`src/rtl/uart_irq_pkg.sv`:
```
package uart_irq_pkg;
   localparam int SRC_N = 6;
   localparam int ID_W  = 4;

   // priority slots, index 0 is the most urgent
   localparam int P_LINE  = 0;
   localparam int P_RX    = 1;
   localparam int P_TX    = 2;
   localparam int P_MODEM = 3;
   localparam int P_XOFF  = 4;
   localparam int P_RTS   = 5;

   // enable register bit positions
   localparam int EB_RX    = 0;
   localparam int EB_TX    = 1;
   localparam int EB_LINE  = 2;
   localparam int EB_MODEM = 3;
   localparam int EB_SLEEP = 4;
   localparam int EB_XOFF  = 5;
   localparam int EB_RTS   = 6;

   localparam logic [ID_W-1:0] ID_NONE  = 4'h1;
   localparam logic [ID_W-1:0] ID_LINE  = 4'h6;
   localparam logic [ID_W-1:0] ID_RX    = 4'h4;
   localparam logic [ID_W-1:0] ID_TX    = 4'h2;
   localparam logic [ID_W-1:0] ID_MODEM = 4'h0;
   localparam logic [ID_W-1:0] ID_XOFF  = 4'h8;
   localparam logic [ID_W-1:0] ID_RTS   = 4'hA;

   function automatic logic [ID_W-1:0] slot_code(input int slot);
      case (slot)
         P_LINE:  slot_code = ID_LINE;
         P_RX:    slot_code = ID_RX;
         P_TX:    slot_code = ID_TX;
         P_MODEM: slot_code = ID_MODEM;
         P_XOFF:  slot_code = ID_XOFF;
         P_RTS:   slot_code = ID_RTS;
         default: slot_code = ID_NONE;
      endcase
   endfunction
endpackage

```
`src/rtl/uic_enable_reg.sv`:
```
module uic_enable_reg
   import uart_irq_pkg::*;
#(
   parameter int DATA_W = 8
) (
   input  logic              clk,
   input  logic              rst_n,
   input  logic              wr,
   input  logic [DATA_W-1:0] wdata,
   input  logic              enh_en,
   output logic [DATA_W-1:0] en_q,
   output logic              arm_tx
);
   localparam int LOW_TOP = EB_MODEM;
   localparam int UP_LO   = EB_SLEEP;
   localparam int UP_HI   = EB_RTS;

   if (DATA_W < UP_HI + 2) begin : g_bad_width
      $error("uic_enable_reg: DATA_W too small for the enable layout");
   end

   logic [DATA_W-1:0] en_nxt;

   always_comb begin
      en_nxt = en_q;
      if (wr) begin
         en_nxt[LOW_TOP:0] = wdata[LOW_TOP:0];
         if (enh_en) en_nxt[UP_HI:UP_LO] = wdata[UP_HI:UP_LO];
      end
      en_nxt[DATA_W-1:UP_HI+1] = '0;
   end

   always_ff @(posedge clk or negedge rst_n) begin
      if (!rst_n) en_q <= '0;
      else        en_q <= en_nxt;
   end

   assign arm_tx = wr & wdata[EB_TX] & ~en_q[EB_TX];

   AST_LOW_WRITE: assert property (@(posedge clk) disable iff (!rst_n)
      wr |=> en_q[LOW_TOP:0] == $past(wdata[LOW_TOP:0]));
   AST_UPPER_LOCKED: assert property (@(posedge clk) disable iff (!rst_n)
      !enh_en |=> en_q[UP_HI:UP_LO] == $past(en_q[UP_HI:UP_LO]));
endmodule

```
`src/rtl/uic_sources.sv`:
```
module uic_sources
   import uart_irq_pkg::*;
#(
   parameter int LSR_W = 4
) (
   input  logic             clk,
   input  logic             rst_n,
   input  logic             fifo_mode,
   input  logic             rx_avail,
   input  logic             rx_trig,
   input  logic             thr_empty,
   input  logic             tx_below,
   input  logic [LSR_W-1:0] lsr_err,
   input  logic             msr_change,
   input  logic             xoff_rcvd,
   input  logic             rts_out,
   input  logic             arm_tx,
   input  logic             thr_wr,
   input  logic             id_rd,
   input  logic             tx_reported,
   input  logic             rts_reported,
   output logic [SRC_N-1:0] pend
);
   if (LSR_W < 1) begin : g_bad_lsr
      $error("uic_sources: LSR_W must be at least 1");
   end

   logic tx_cond, tx_cond_q, tx_pend, tx_set, tx_clr;
   logic rts_q, rts_pend, rts_rise;
   logic rx_src;

   assign tx_cond  = fifo_mode ? tx_below : thr_empty;
   assign rx_src   = fifo_mode ? rx_trig  : rx_avail;
   assign tx_set   = tx_cond & (~tx_cond_q | arm_tx);
   assign tx_clr   = thr_wr | (id_rd & tx_reported);
   assign rts_rise = rts_out & ~rts_q;

   always_ff @(posedge clk or negedge rst_n) begin
      if (!rst_n) begin
         tx_cond_q <= 1'b0;
         tx_pend   <= 1'b0;
         rts_q     <= 1'b0;
         rts_pend  <= 1'b0;
      end else begin
         tx_cond_q <= tx_cond;
         rts_q     <= rts_out;
         if (!tx_cond)    tx_pend <= 1'b0;
         else if (tx_set) tx_pend <= 1'b1;
         else if (tx_clr) tx_pend <= 1'b0;
         if (rts_rise)                   rts_pend <= 1'b1;
         else if (id_rd && rts_reported) rts_pend <= 1'b0;
      end
   end

   always_comb begin
      pend          = '0;
      pend[P_LINE]  = |lsr_err;
      pend[P_RX]    = rx_src;
      pend[P_TX]    = tx_pend;
      pend[P_MODEM] = msr_change;
      pend[P_XOFF]  = xoff_rcvd;
      pend[P_RTS]   = rts_pend;
   end

   AST_TX_ARM: assert property (@(posedge clk) disable iff (!rst_n)
      (arm_tx && tx_cond) |=> tx_pend);
   AST_TX_CLEAR: assert property (@(posedge clk) disable iff (!rst_n)
      (thr_wr && tx_cond_q && !arm_tx) |=> !tx_pend);
   AST_RTS_HOLD: assert property (@(posedge clk) disable iff (!rst_n)
      (rts_pend && !id_rd) |=> rts_pend);
endmodule

```
`src/rtl/uic_prioritizer.sv`:
```
module uic_prioritizer
   import uart_irq_pkg::*;
(
   input  logic [SRC_N-1:0] act,
   output logic [ID_W-1:0]  id
);
   always_comb begin
      id = ID_NONE;
      for (int i = SRC_N - 1; i >= 0; i--) begin
         if (act[i]) id = slot_code(i);
      end
   end
endmodule

```
`src/rtl/uart_irq_ctrl.sv`:
```
module uart_irq_ctrl
   import uart_irq_pkg::*;
#(
   parameter int DATA_W  = 8,
   parameter int LSR_W   = 4,
   parameter bit REG_OUT = 1'b1
) (
   input  logic              clk,
   input  logic              rst_n,
   input  logic              ier_wr,
   input  logic [DATA_W-1:0] ier_wdata,
   input  logic              enh_en,
   input  logic              fifo_mode,
   input  logic              rx_avail,
   input  logic              rx_trig,
   input  logic              thr_empty,
   input  logic              tx_below,
   input  logic [LSR_W-1:0]  lsr_err,
   input  logic              msr_change,
   input  logic              xoff_rcvd,
   input  logic              rts_out,
   input  logic              thr_wr,
   input  logic              id_rd,
   output logic [DATA_W-1:0] ier_q,
   output logic              irq,
   output logic [ID_W-1:0]   irq_id
);
   logic              arm_tx;
   logic [SRC_N-1:0]  pend, act, gate;
   logic [ID_W-1:0]   id_nxt;

   uic_enable_reg #(.DATA_W(DATA_W)) u_en (
      .clk(clk), .rst_n(rst_n), .wr(ier_wr), .wdata(ier_wdata),
      .enh_en(enh_en), .en_q(ier_q), .arm_tx(arm_tx)
   );

   uic_sources #(.LSR_W(LSR_W)) u_src (
      .clk(clk), .rst_n(rst_n), .fifo_mode(fifo_mode),
      .rx_avail(rx_avail), .rx_trig(rx_trig),
      .thr_empty(thr_empty), .tx_below(tx_below),
      .lsr_err(lsr_err), .msr_change(msr_change), .xoff_rcvd(xoff_rcvd),
      .rts_out(rts_out), .arm_tx(arm_tx), .thr_wr(thr_wr), .id_rd(id_rd),
      .tx_reported(irq_id == ID_TX), .rts_reported(irq_id == ID_RTS),
      .pend(pend)
   );

   always_comb begin
      gate          = '0;
      gate[P_LINE]  = ier_q[EB_LINE];
      gate[P_RX]    = ier_q[EB_RX];
      gate[P_TX]    = ier_q[EB_TX];
      gate[P_MODEM] = ier_q[EB_MODEM];
      gate[P_XOFF]  = ier_q[EB_XOFF] & enh_en;
      gate[P_RTS]   = ier_q[EB_RTS]  & enh_en;
   end

   assign act = pend & gate;

   uic_prioritizer u_pri (.act(act), .id(id_nxt));

   if (REG_OUT) begin : g_reg_out
      always_ff @(posedge clk or negedge rst_n) begin
         if (!rst_n) begin
            irq    <= 1'b0;
            irq_id <= ID_NONE;
         end else begin
            irq    <= (id_nxt != ID_NONE);
            irq_id <= id_nxt;
         end
      end

      AST_LINE_FIRST: assert property (@(posedge clk) disable iff (!rst_n)
         (ier_q[EB_LINE] && (|lsr_err)) |=> irq_id == ID_LINE);
      AST_POLLED_QUIET: assert property (@(posedge clk) disable iff (!rst_n)
         (ier_q[EB_MODEM:0] == '0 && (!enh_en || ier_q[EB_RTS:EB_XOFF] == '0))
         |=> !irq);
   end else begin : g_comb_out
      assign irq    = (id_nxt != ID_NONE);
      assign irq_id = id_nxt;
   end

   AST_FLAG_MATCHES_ID: assert property (@(posedge clk) disable iff (!rst_n)
      irq |-> irq_id != ID_NONE);
endmodule

```
`config.mk`:
```
export PLATFORM = sky130hd
export DESIGN_NAME = uart_irq_ctrl
export DESIGN_NICKNAME = d
export VERILOG_FILES = /design/src/rtl/uart_irq_pkg.sv /design/src/rtl/uic_enable_reg.sv /design/src/rtl/uic_sources.sv /design/src/rtl/uic_prioritizer.sv /design/src/rtl/uart_irq_ctrl.sv
export SDC_FILE = /design/constraint.sdc
export NUM_CORES = 1
export LEC_CHECK = 0
export BUFFER_PORTS_ARGS = -buffer_cell sky130_fd_sc_hd__buf_2
export CAP_MARGIN = 20
export CORE_ASPECT_RATIO = 1.25
export CORE_UTILIZATION = 41
export CTS_CLUSTER_DIAMETER = 80
export DETAILED_ROUTE_END_ITERATION = 12
export GPL_TIMING_DRIVEN = 0
export PLACE_DENSITY = 0.75
export RECOVER_POWER = 25
export SYNTH_ARGS = -nofsm -noshare
export SYNTH_HDL_FRONTEND = slang
export SYNTH_SLANG_ARGS = --single-unit
```
`constraint.sdc`:
```
create_clock -name clk -period 1.6 [get_ports clk]
set_clock_uncertainty 0.2 [all_clocks]
set_input_delay 0.08 -clock clk [delete_from_list [all_inputs] [get_ports clk]]
set_output_delay 0.08 -clock clk [all_outputs]
set_load 0.02 [all_outputs]
```
==> results of run 1 <==
==> layout make-up <==
class	count	share of cell area, %
Clock buffer	4	2.227
Timing Repair Buffer	63	37.75
Sequential cell	16	34.04
Multi-Input combinational cell	34	22.16
Tap cell	18	1.909
Buffer	1	0.6363
Inverter	4	1.273
==> metal layers <==
| layer | share of wire [%] | wire length (µm) | vias to the layer above | track usage [%] |
|---|---|---|---|---|
| met5 | 0 | 0 | - | 0 |
| met4 | 0.76 | 16 | 0 | 8.276 |
| met3 | 5.0 | 105 | 4 | 4.651 |
| li1 | - | - | 329 | - |
| met1 | 38 | 806 | 328 | 29.09 |
| met2 | 56 | 1168 | 30 | 41.67 |
==> path summary, 6_finish.rpt <==
path | start | to | slack [ns] | cells past startpoint
setup / recovery | u_en.en_q[3] | u_en.en_q[3] | 0.05 | 2
hold / removal | thr_wr | u_src.tx_pend | 0.03 | 4
setup reg to reg | u_en.en_q[3] | u_en.en_q[3] | 0.05 | 2
hold reg to reg | u_en.en_q[4] | u_en.en_q[4] | 0.32 | 1
max in group asynchronous | rst_n | u_en.en_q[1] | 0.44 | 2
min in group asynchronous | rst_n | irq | 0.23 | 2
==> cell usage in the layout (no fill, tap or decap), types with 3 or more instances in the layout <==
cell	count
sky130_fd_sc_hd__buf_2	34
sky130_fd_sc_hd__dlygate4sd3_1	26
sky130_fd_sc_hd__dfrtp_1	15
sky130_fd_sc_hd__mux2_2	6
sky130_fd_sc_hd__o21ai_0	5
sky130_fd_sc_hd__nand2_1	5
sky130_fd_sc_hd__inv_1	4
sky130_fd_sc_hd__a22oi_1	3
sky130_fd_sc_hd__clkbuf_4	3
sky130_fd_sc_hd__clkbuf_1	3
==> cell families (layout without fill, tap and decap cells) <==
group | Yosys count | count (layout)
flops | 16 | 16
compound gates | 15 | 15
simple gates | 11 | 11
mux | 7 | 7
buf+inv | 5 | 72
other cells | 1 | 1
==> report_power, final <==
group	internal (µW)	switching (µW)
combinational	140	139
sequential	450	30.4
clock	97.0	137
total	687	307
==> registers in the layout (all words and copies together) (netlist names) <==
name,flops
irq_id,4
irq,1
u_src.rts_pend,1
u_en.en_q,7
u_src.rts_q,1
u_src.tx_pend,1
u_src.tx_cond_q,1
==> repair_timing <==
| item | 4_1_cts | 5_1_grt |
|---|---|---|
| buffers inserted | 0 | 1 |
| endpoints found under the hold margin | 32 | 1 |
| endpoints found under the setup margin | 0 | 1 |
| hold buffers | 26 | 1 |
==> stage by stage <==
step	hold slack, ns	std cells	instance area, µm²	utilization [%]
after global routing	0.03938	140	1180	75.56
final	0.02667	140	1180	75.56
after global placement	-0.2013	109	888.4	56.89
after CTS	0.002582	139	1175	75.24
after detailed placement	-0.2005	109	888.4	56.89
after floorplan	-0.4156	55	685.7	-
==> worst max-delay path: stages (launching register included) <==
cell and delay [ns]:
sky130_fd_sc_hd__dfrtp_1 0.42, sky130_fd_sc_hd__mux2_2 0.27, sky130_fd_sc_hd__dlygate4sd3_1 0.55
==> results.txt, run 1 <==
----------------------------------------------------
[Run status]
  Result of the run ... completed

[Synthesis]
  Xor/xnor cell area share of the yosys netlist ... 0%
  Number of flops mapped to enable cells by yosys ... 0
  Synthesized area divided by synthesized cell count ... 12.47 µm²
  Fraction of synthesized area in multiplexers ... 11.31%
  Fraction of registers with async set or reset after synthesis ... 100.0%
  Post-synth top area share ... 54.74%
  Leading area contributor after synthesis ... sky130_fd_sc_hd__dfrtp_1
  Most instantiated library cell after synthesis ... sky130_fd_sc_hd__dfrtp_1
  Post-synthesis compound-gate area fraction ... 17.88%
  Most frequent cells after synthesis ... 15 x sky130_fd_sc_hd__dfrtp_1, 6 x sky130_fd_sc_hd__mux2_2, 5 x sky130_fd_sc_hd__nand2_1, 5 x sky130_fd_sc_hd__o21ai_0, 4 x sky130_fd_sc_hd__inv_1
  Yosys cell types ... 19
  Synthesized-area fraction occupied by adder cells ... 0%
  Leading register cell type out of synthesis ... sky130_fd_sc_hd__dfrtp_1
  Post-synthesis sequential area ratio ... between 50% and 60%
  Synth Instances ... 55
  Cell types occupying the most area after synthesis ... sky130_fd_sc_hd__dfrtp_1 55%, sky130_fd_sc_hd__mux2_2 9.9%, sky130_fd_sc_hd__o41ai_4 4.0%, sky130_fd_sc_hd__dfstp_2 3.8%, sky130_fd_sc_hd__o21ai_0 3.6%
  Main combinational cell family by area after synthesis ... compound AO/OA/AOI/OAI gates
  Net count after synthesis ... just over 80
  Warnings, synthesis ... 0
  Post-Synth Simple-Gate Area ... between 8 and 9%
  Post-Synthesis Cell Area ... 685.7 µm²
  Register bit total from synthesis ... 16

[Critical path]
  Largest driver fanout on the critical path ... 4
  Worst setup EP type ... flop
  Startpoint class of the critical path ... flop
  Critical Path AT ... 1.54 ns
  Worst setup path category ... flop to flop
  Required arrival time at the worst endpoint ... roughly 1.6 ns

[Clock tree]
  Post-cts gate resize count ... 0
  TritonCTS sink count ... 16
  Number of buffers on the longest clock path ... 2
  Max H-tree Level ... 1
  Number of buffers created by CTS ... 3
  Clock edge transition at the registers on the reported setup and hold paths ... between 0.1 and 0.15 ns
  Clk Latency, worst-skew pair ... 0.29 ns
  Root buffer cell ... sky130_fd_sc_hd__clkbuf_4
  CTS tree ... done

[Layout]
  Final layout net count ... 149
  Ant. Diodes ... 0
  Proportion of layout cells with a drive suffix above 1 ... 40.16%
  Area growth from synthesis to layout ... 72.08%
  Multi-input gate area in the final layout ... 261.5 µm²
  Sequential cell area ... 401.6 µm²
  Fill cells ... about 110

[STA]
  Final sum of negative setup slack ... 0 ns
  Final count of hold timing violations ... 0
  Headroom to the max-slew limit ... 43.72%
  Post-route minimum period ... 1.550 ns
  Final max-slew violation count ... 0
  Highest clock rate ... 0.6452 GHz
  Part of the cycle the worst path needs ... 96.87%
  Worst setup margin ... 0.05009 ns
  # setup viols final ... 0
  Slew at the pin closest to its max-slew limit ... around 0.84 ns
  RSZ-0062 raised after global routing ... no

[Detailed routing]
  Residual antenna-violating net count after detailed routing ... 0
  Residual DRC ... 0
  First DRT Iteration DRCs ... 18
  Via density per instance ... 4.936
  TritonRoute pass-1 iters ... 4
  Detailed-route via count ... 691
  Routed WL ... 2096 µm
  Post-detailed-route wirelength per cell ... 14.97 µm

[Flow run]
  Count of maximum capacitance violations ... 0

[Power and ir drop]
  Static Leakage ... 0.0005698 µW
  Overall power ... 993.6 µW
  Total power per unit cell area ... 842.1 nW/µm²
  Worst voltage drop across the vdd grid ... between 600 and 700 µV

[Global route]
  First-pass GRT wire length ... 2898 µm
  GRT Overall Usage ... 23.78%
  Number of antenna violations at the first check in global routing ... 0
  Total grt overflow ... 0
  Largest net degree at the start of global routing ... 17
  Via count of the first global-routing pass ... 651

[Floorplanning]
  Die boundary width ... 38.58 µm
  Die outline area ... between 1500 and 2000 µm²
  Effective utilization at floorplan ... 43.91%
  Placement row count ... 16
  Core area ... 1562 µm²
  Die outline height ... 47.72 µm
  Number of I/O pins ... 39

[Place]
  Post-place setup slack ... 0.3147 ns
  DP HPWL ... 1022 µm
  Global placer's final weighted congestion ... 0.7707
  Count of input and output buffers ... 36

[Hold path]
  Min-delay worst type ... input port to flop

----------------------------------------------------
Note: power is estimated with default switching activity, not from simulation.
==> run 2: changes to the inputs <==
--- a/config.mk
+++ b/config.mk
@@ -12,6 +12,7 @@
 export CTS_CLUSTER_DIAMETER = 80
 export DETAILED_ROUTE_END_ITERATION = 12
 export GPL_TIMING_DRIVEN = 0
+export MAX_ROUTING_LAYER = met4
 export PLACE_DENSITY = 0.75
 export RECOVER_POWER = 25
 export SYNTH_ARGS = -nofsm -noshare
==> constraint.sdc (replaced) <==
create_clock -name clk -period 1.6 [get_ports clk]
set_clock_uncertainty 0.2 [all_clocks]
set_input_delay 0.08 -clock clk [delete_from_list [all_inputs] [get_ports clk]]
set_output_delay 0.08 -clock clk [all_outputs]
set_load 0.005 [all_outputs]
==> run 2 against run 1 <==
  * Wire length down 0.48%
  * Non-clock buffer count did not move
  * First-iteration DRC count decreased by 17%
  * Setup slack worse by 0.0025 ns
  * Sequential share of layout area did not move
  * Critical path type is now input port to flop
  * Cell area is the same
  * Fmax down 0.16%
  * Flip-flop and latch count unchanged
  * Worst hold slack improved by 0.0053 ns
  * Register-to-register slack about the same
==> results.txt, run 2 (same netlist as run 1, synthesis figures left out) <==
----------------------------------------------------
[Power and ir drop]
  Worst voltage drop across the vdd grid ... 687.9 µV (was 697.5 µV)
  Total power per unit cell area ... 800.5 nW/µm² (was 842.1 nW/µm²)
  Switching power share of the total ... 27.41% (was 30.86%)
  Cell-internal power ... 685.6 µW (was 687.0 µW)
  Clk network pwr share ... 24.4% (was 23.6%)
  Static Leakage ... 0.0005698 µW (unchanged)
  Net Sw Power ... 258.9 µW (was 306.6 µW)
  Proportion of power drawn by combinational gates ... 24.8% (was 28.1%)
  Fraction of power consumed by sequential logic ... 50.8% (was 48.3%)

[Detailed routing]
  Post-detailed-route wirelength per cell ... 14.90 µm (was 14.97 µm)
  TritonRoute pass-1 iters ... 4 (unchanged)
  Residual DRC ... 0 (unchanged)
  Routed WL ... 2086 µm (was 2096 µm)
  Detailed-route via count ... 697 (was 691)
  Via density per instance ... 4.979 (was 4.936)
  Residual antenna-violating net count after detailed routing ... 0 (unchanged)
  First DRT Iteration DRCs ... 15 (was 18)

[Critical path]
  CP dominant cell by count ... sky130_fd_sc_hd__dlygate4sd3_1
  Startpoint class of the critical path ... input port (was flop)
  RR Endpoint ... u_en.en_q[3] (unchanged)
  Worst setup EP type ... flop (unchanged)
  Worst setup path category ... input port to flop (was flop to flop)
  Delay of the slowest critical-path stage ... 0.55 ns (about the same)
  Slowest library cell on the worst path ... sky130_fd_sc_hd__dlygate4sd3_1 (unchanged)
  Register-to-register setup slack ... 0.05 ns (about the same)
  Critical-path cell list ... dlygate4sd3_1, buf_2, mux2_2, dlygate4sd3_1 (was mux2_2, dlygate4sd3_1)
  Largest driver fanout on the critical path ... 1 (was 4)
  Reg2Reg Launch Point ... u_en.en_q[3] (unchanged)
  Critical Path AT ... 1.54 ns (about the same)
  Required arrival time at the worst endpoint ... 1.58 ns (was 1.59 ns)
  R2R depth ... 2 (unchanged)

[Place]
  Global placer's final weighted congestion ... 0.7811 (was 0.7707)
  Cell area reported after detailed placement ... 888.4 µm² (unchanged)
  DP HPWL ... 1022 µm (unchanged)
  Count of input and output buffers ... 36 (unchanged)

[STA]
  Part of the cycle the worst path needs ... 97.03% (was 96.87%)
  # setup viols final ... 0 (unchanged)
  RSZ-0062 raised after global routing ... no (unchanged)
  Slew at the pin closest to its max-slew limit ... 0.8381 ns (was 0.8442 ns)
  Headroom to the max-slew limit ... 44.13% (was 43.72%)
  Final count of hold timing violations ... 0 (unchanged)
  Final max-slew violation count ... 0 (unchanged)
  Final sum of negative setup slack ... 0 ns (unchanged)
  Highest clock rate ... 0.6441 GHz (was 0.6452 GHz)
  Post-route minimum period ... 1.552 ns (was 1.550 ns)

[Global route]
  GRT met1 Usage ... 29.09% (unchanged)
  Via count of the first global-routing pass ... 652 (was 651)
  Largest net degree at the start of global routing ... 17 (unchanged)
  First-pass GRT wire length ... 2898 µm (unchanged)
  Most used routing layer in global routing ... met2 (unchanged)
  Fraction of met3 tracks used by global routing ... 4.651% (unchanged)
  Total grt overflow ... 0 (unchanged)
  Number of antenna violations at the first check in global routing ... 0 (unchanged)
  GRT Overall Usage ... 24.55% (was 23.78%)
  Met2 routing resource usage after global routing ... 41.67% (unchanged)

[Hold path]
  Hold path depth ... 4 (unchanged)
  Hold Path Origin ... thr_wr (unchanged)
  Endpoint with the worst hold slack ... u_src.tx_pend (unchanged)
  Min-delay worst type ... input port to flop (unchanged)

[Layout]
  Max reg flops ... 7 (unchanged)
  Ant. Diodes ... 0 (unchanged)
  Area growth from synthesis to layout ... 72.08% (unchanged)
  Commonest non-fill, non-tap cells in the layout ... 34 x sky130_fd_sc_hd__buf_2, 26 x sky130_fd_sc_hd__dlygate4sd3_1, 15 x sky130_fd_sc_hd__dfrtp_1 (unchanged)
  Proportion of layout cells with a drive suffix above 1 ... 40.16% (unchanged)
  Most common cell after layout, fill and taps aside ... sky130_fd_sc_hd__buf_2 (unchanged)
  Final layout net count ... 149 (unchanged)
  Largest regs ... u_en.en_q (7), irq_id (4) (unchanged)
  Register with the most flip-flops ... u_en.en_q (unchanged)
  Area of all placed cells without fillers ... 1180 µm² (unchanged)

[Clock tree]
  CTS tree ... done (unchanged)
  Number of buffers created by CTS ... 3 (unchanged)
  Root buffer cell ... sky130_fd_sc_hd__clkbuf_4 (unchanged)
  Max H-tree Level ... 1 (unchanged)
  Clk Latency, worst-skew pair ... 0.29 ns (about the same)
  TritonCTS sink count ... 16 (unchanged)
  Clock edge transition at the registers on the reported setup and hold paths ... 0.10 ns (was 0.11 ns)
  Number of buffers on the longest clock path ... 2 (unchanged)

[Floorplanning]
  Die boundary width ... 38.58 µm (unchanged)
  Die outline area ... 1841 µm² (unchanged)
  Effective utilization at floorplan ... 43.91% (unchanged)
  Die outline height ... 47.72 µm (unchanged)
  Placement row count ... 16 (unchanged)
  Core area ... 1562 µm² (unchanged)
  Number of I/O pins ... 39 (unchanged)

[Run status]
  Result of the run ... completed (unchanged)

[Flow run]
  Count of maximum capacitance violations ... 0 (unchanged)

----------------------------------------------------
## run 2: cell counts in the layout (fill, tap and decap cells not counted)
Identical to the previous run, type by type.
## run 2: critical path, delay by kind of cell
kind | cells | cell delay (ns)
multiplexers | 1 | 0.25
buffers and inverters | 3 | 1.21
## run 2: how the worst max path moves through the flow
| stage | from | to | slack [ns] | cells past startpoint |
|---|---|---|---|---|
| floorplan | irq_id[0] | u_src.tx_pend | 0.35 | 3 |
| global placement | irq_id[0] | u_src.tx_pend | 0.32 | 3 |
| detailed placement | u_en.en_q[3] | irq | 0.31 | 3 |
| CTS | u_en.en_q[2] | u_en.en_q[2] | 0.05 | 2 |
| global route | u_en.en_q[3] | u_en.en_q[3] | 0.02 | 2 |
| finish | ier_wdata[3] | u_en.en_q[3] | 0.05 | 4 |
## run 2: repair_timing
action | CTS | global route
resized for setup | 0 | 0
endpoints found under the hold margin | 32 | 1
endpoints found under the setup margin | 0 | 1
setup buffers | 0 | 1
hold buffers | 26 | 1
## run 2: stage by stage
stage          util [%]  std cells  hold WS (ns)  total power (µW)  setup WS [ns]
2_1_floorplan         -         55       -0.4156             561.6         0.3520
3_3_place_gp      56.89        109       -0.2013             647.8         0.3196
3_5_place_dp      56.89        109       -0.2005             654.2         0.3147
4_1_cts           75.24        139      0.002582             920.2        0.05340
5_1_grt           75.56        140       0.03938             993.0        0.01842
6_report          75.56        140       0.03193             944.5        0.04755
## run 2: area by class of cell
| type | instances | area, µm² |
|---|---|---|
| fillers | 112 | 381.6 |
| multi-input cells | 34 | 261.5 |
| well taps | 18 | 22.52 |
| clock buffers | 4 | 26.28 |
| inverters | 4 | 15.01 |
| plain buffers | 1 | 7.507 |
| repair buffers | 63 | 445.4 |
| flip-flops and latches | 16 | 401.6 |
## run 2: layer usage
layer	routed length, µm	up-vias
met5	0	-
met4	14	0
met3	84	2
met2	1172	29
met1	814	339
li1	-	327
## run 2: power by group through the flow
| stage | clock network (µW) | registers (µW) | logic [µW] |
|---|---|---|---|
| finish | 230 | 480 | 234 |
| floorplan | 0 | 487 | 74.7 |
| CTS | 221 | 478 | 221 |
| global placement | 0 | 484 | 163 |
| detailed placement | 0 | 486 | 169 |
| global route | 252 | 485 | 256 |
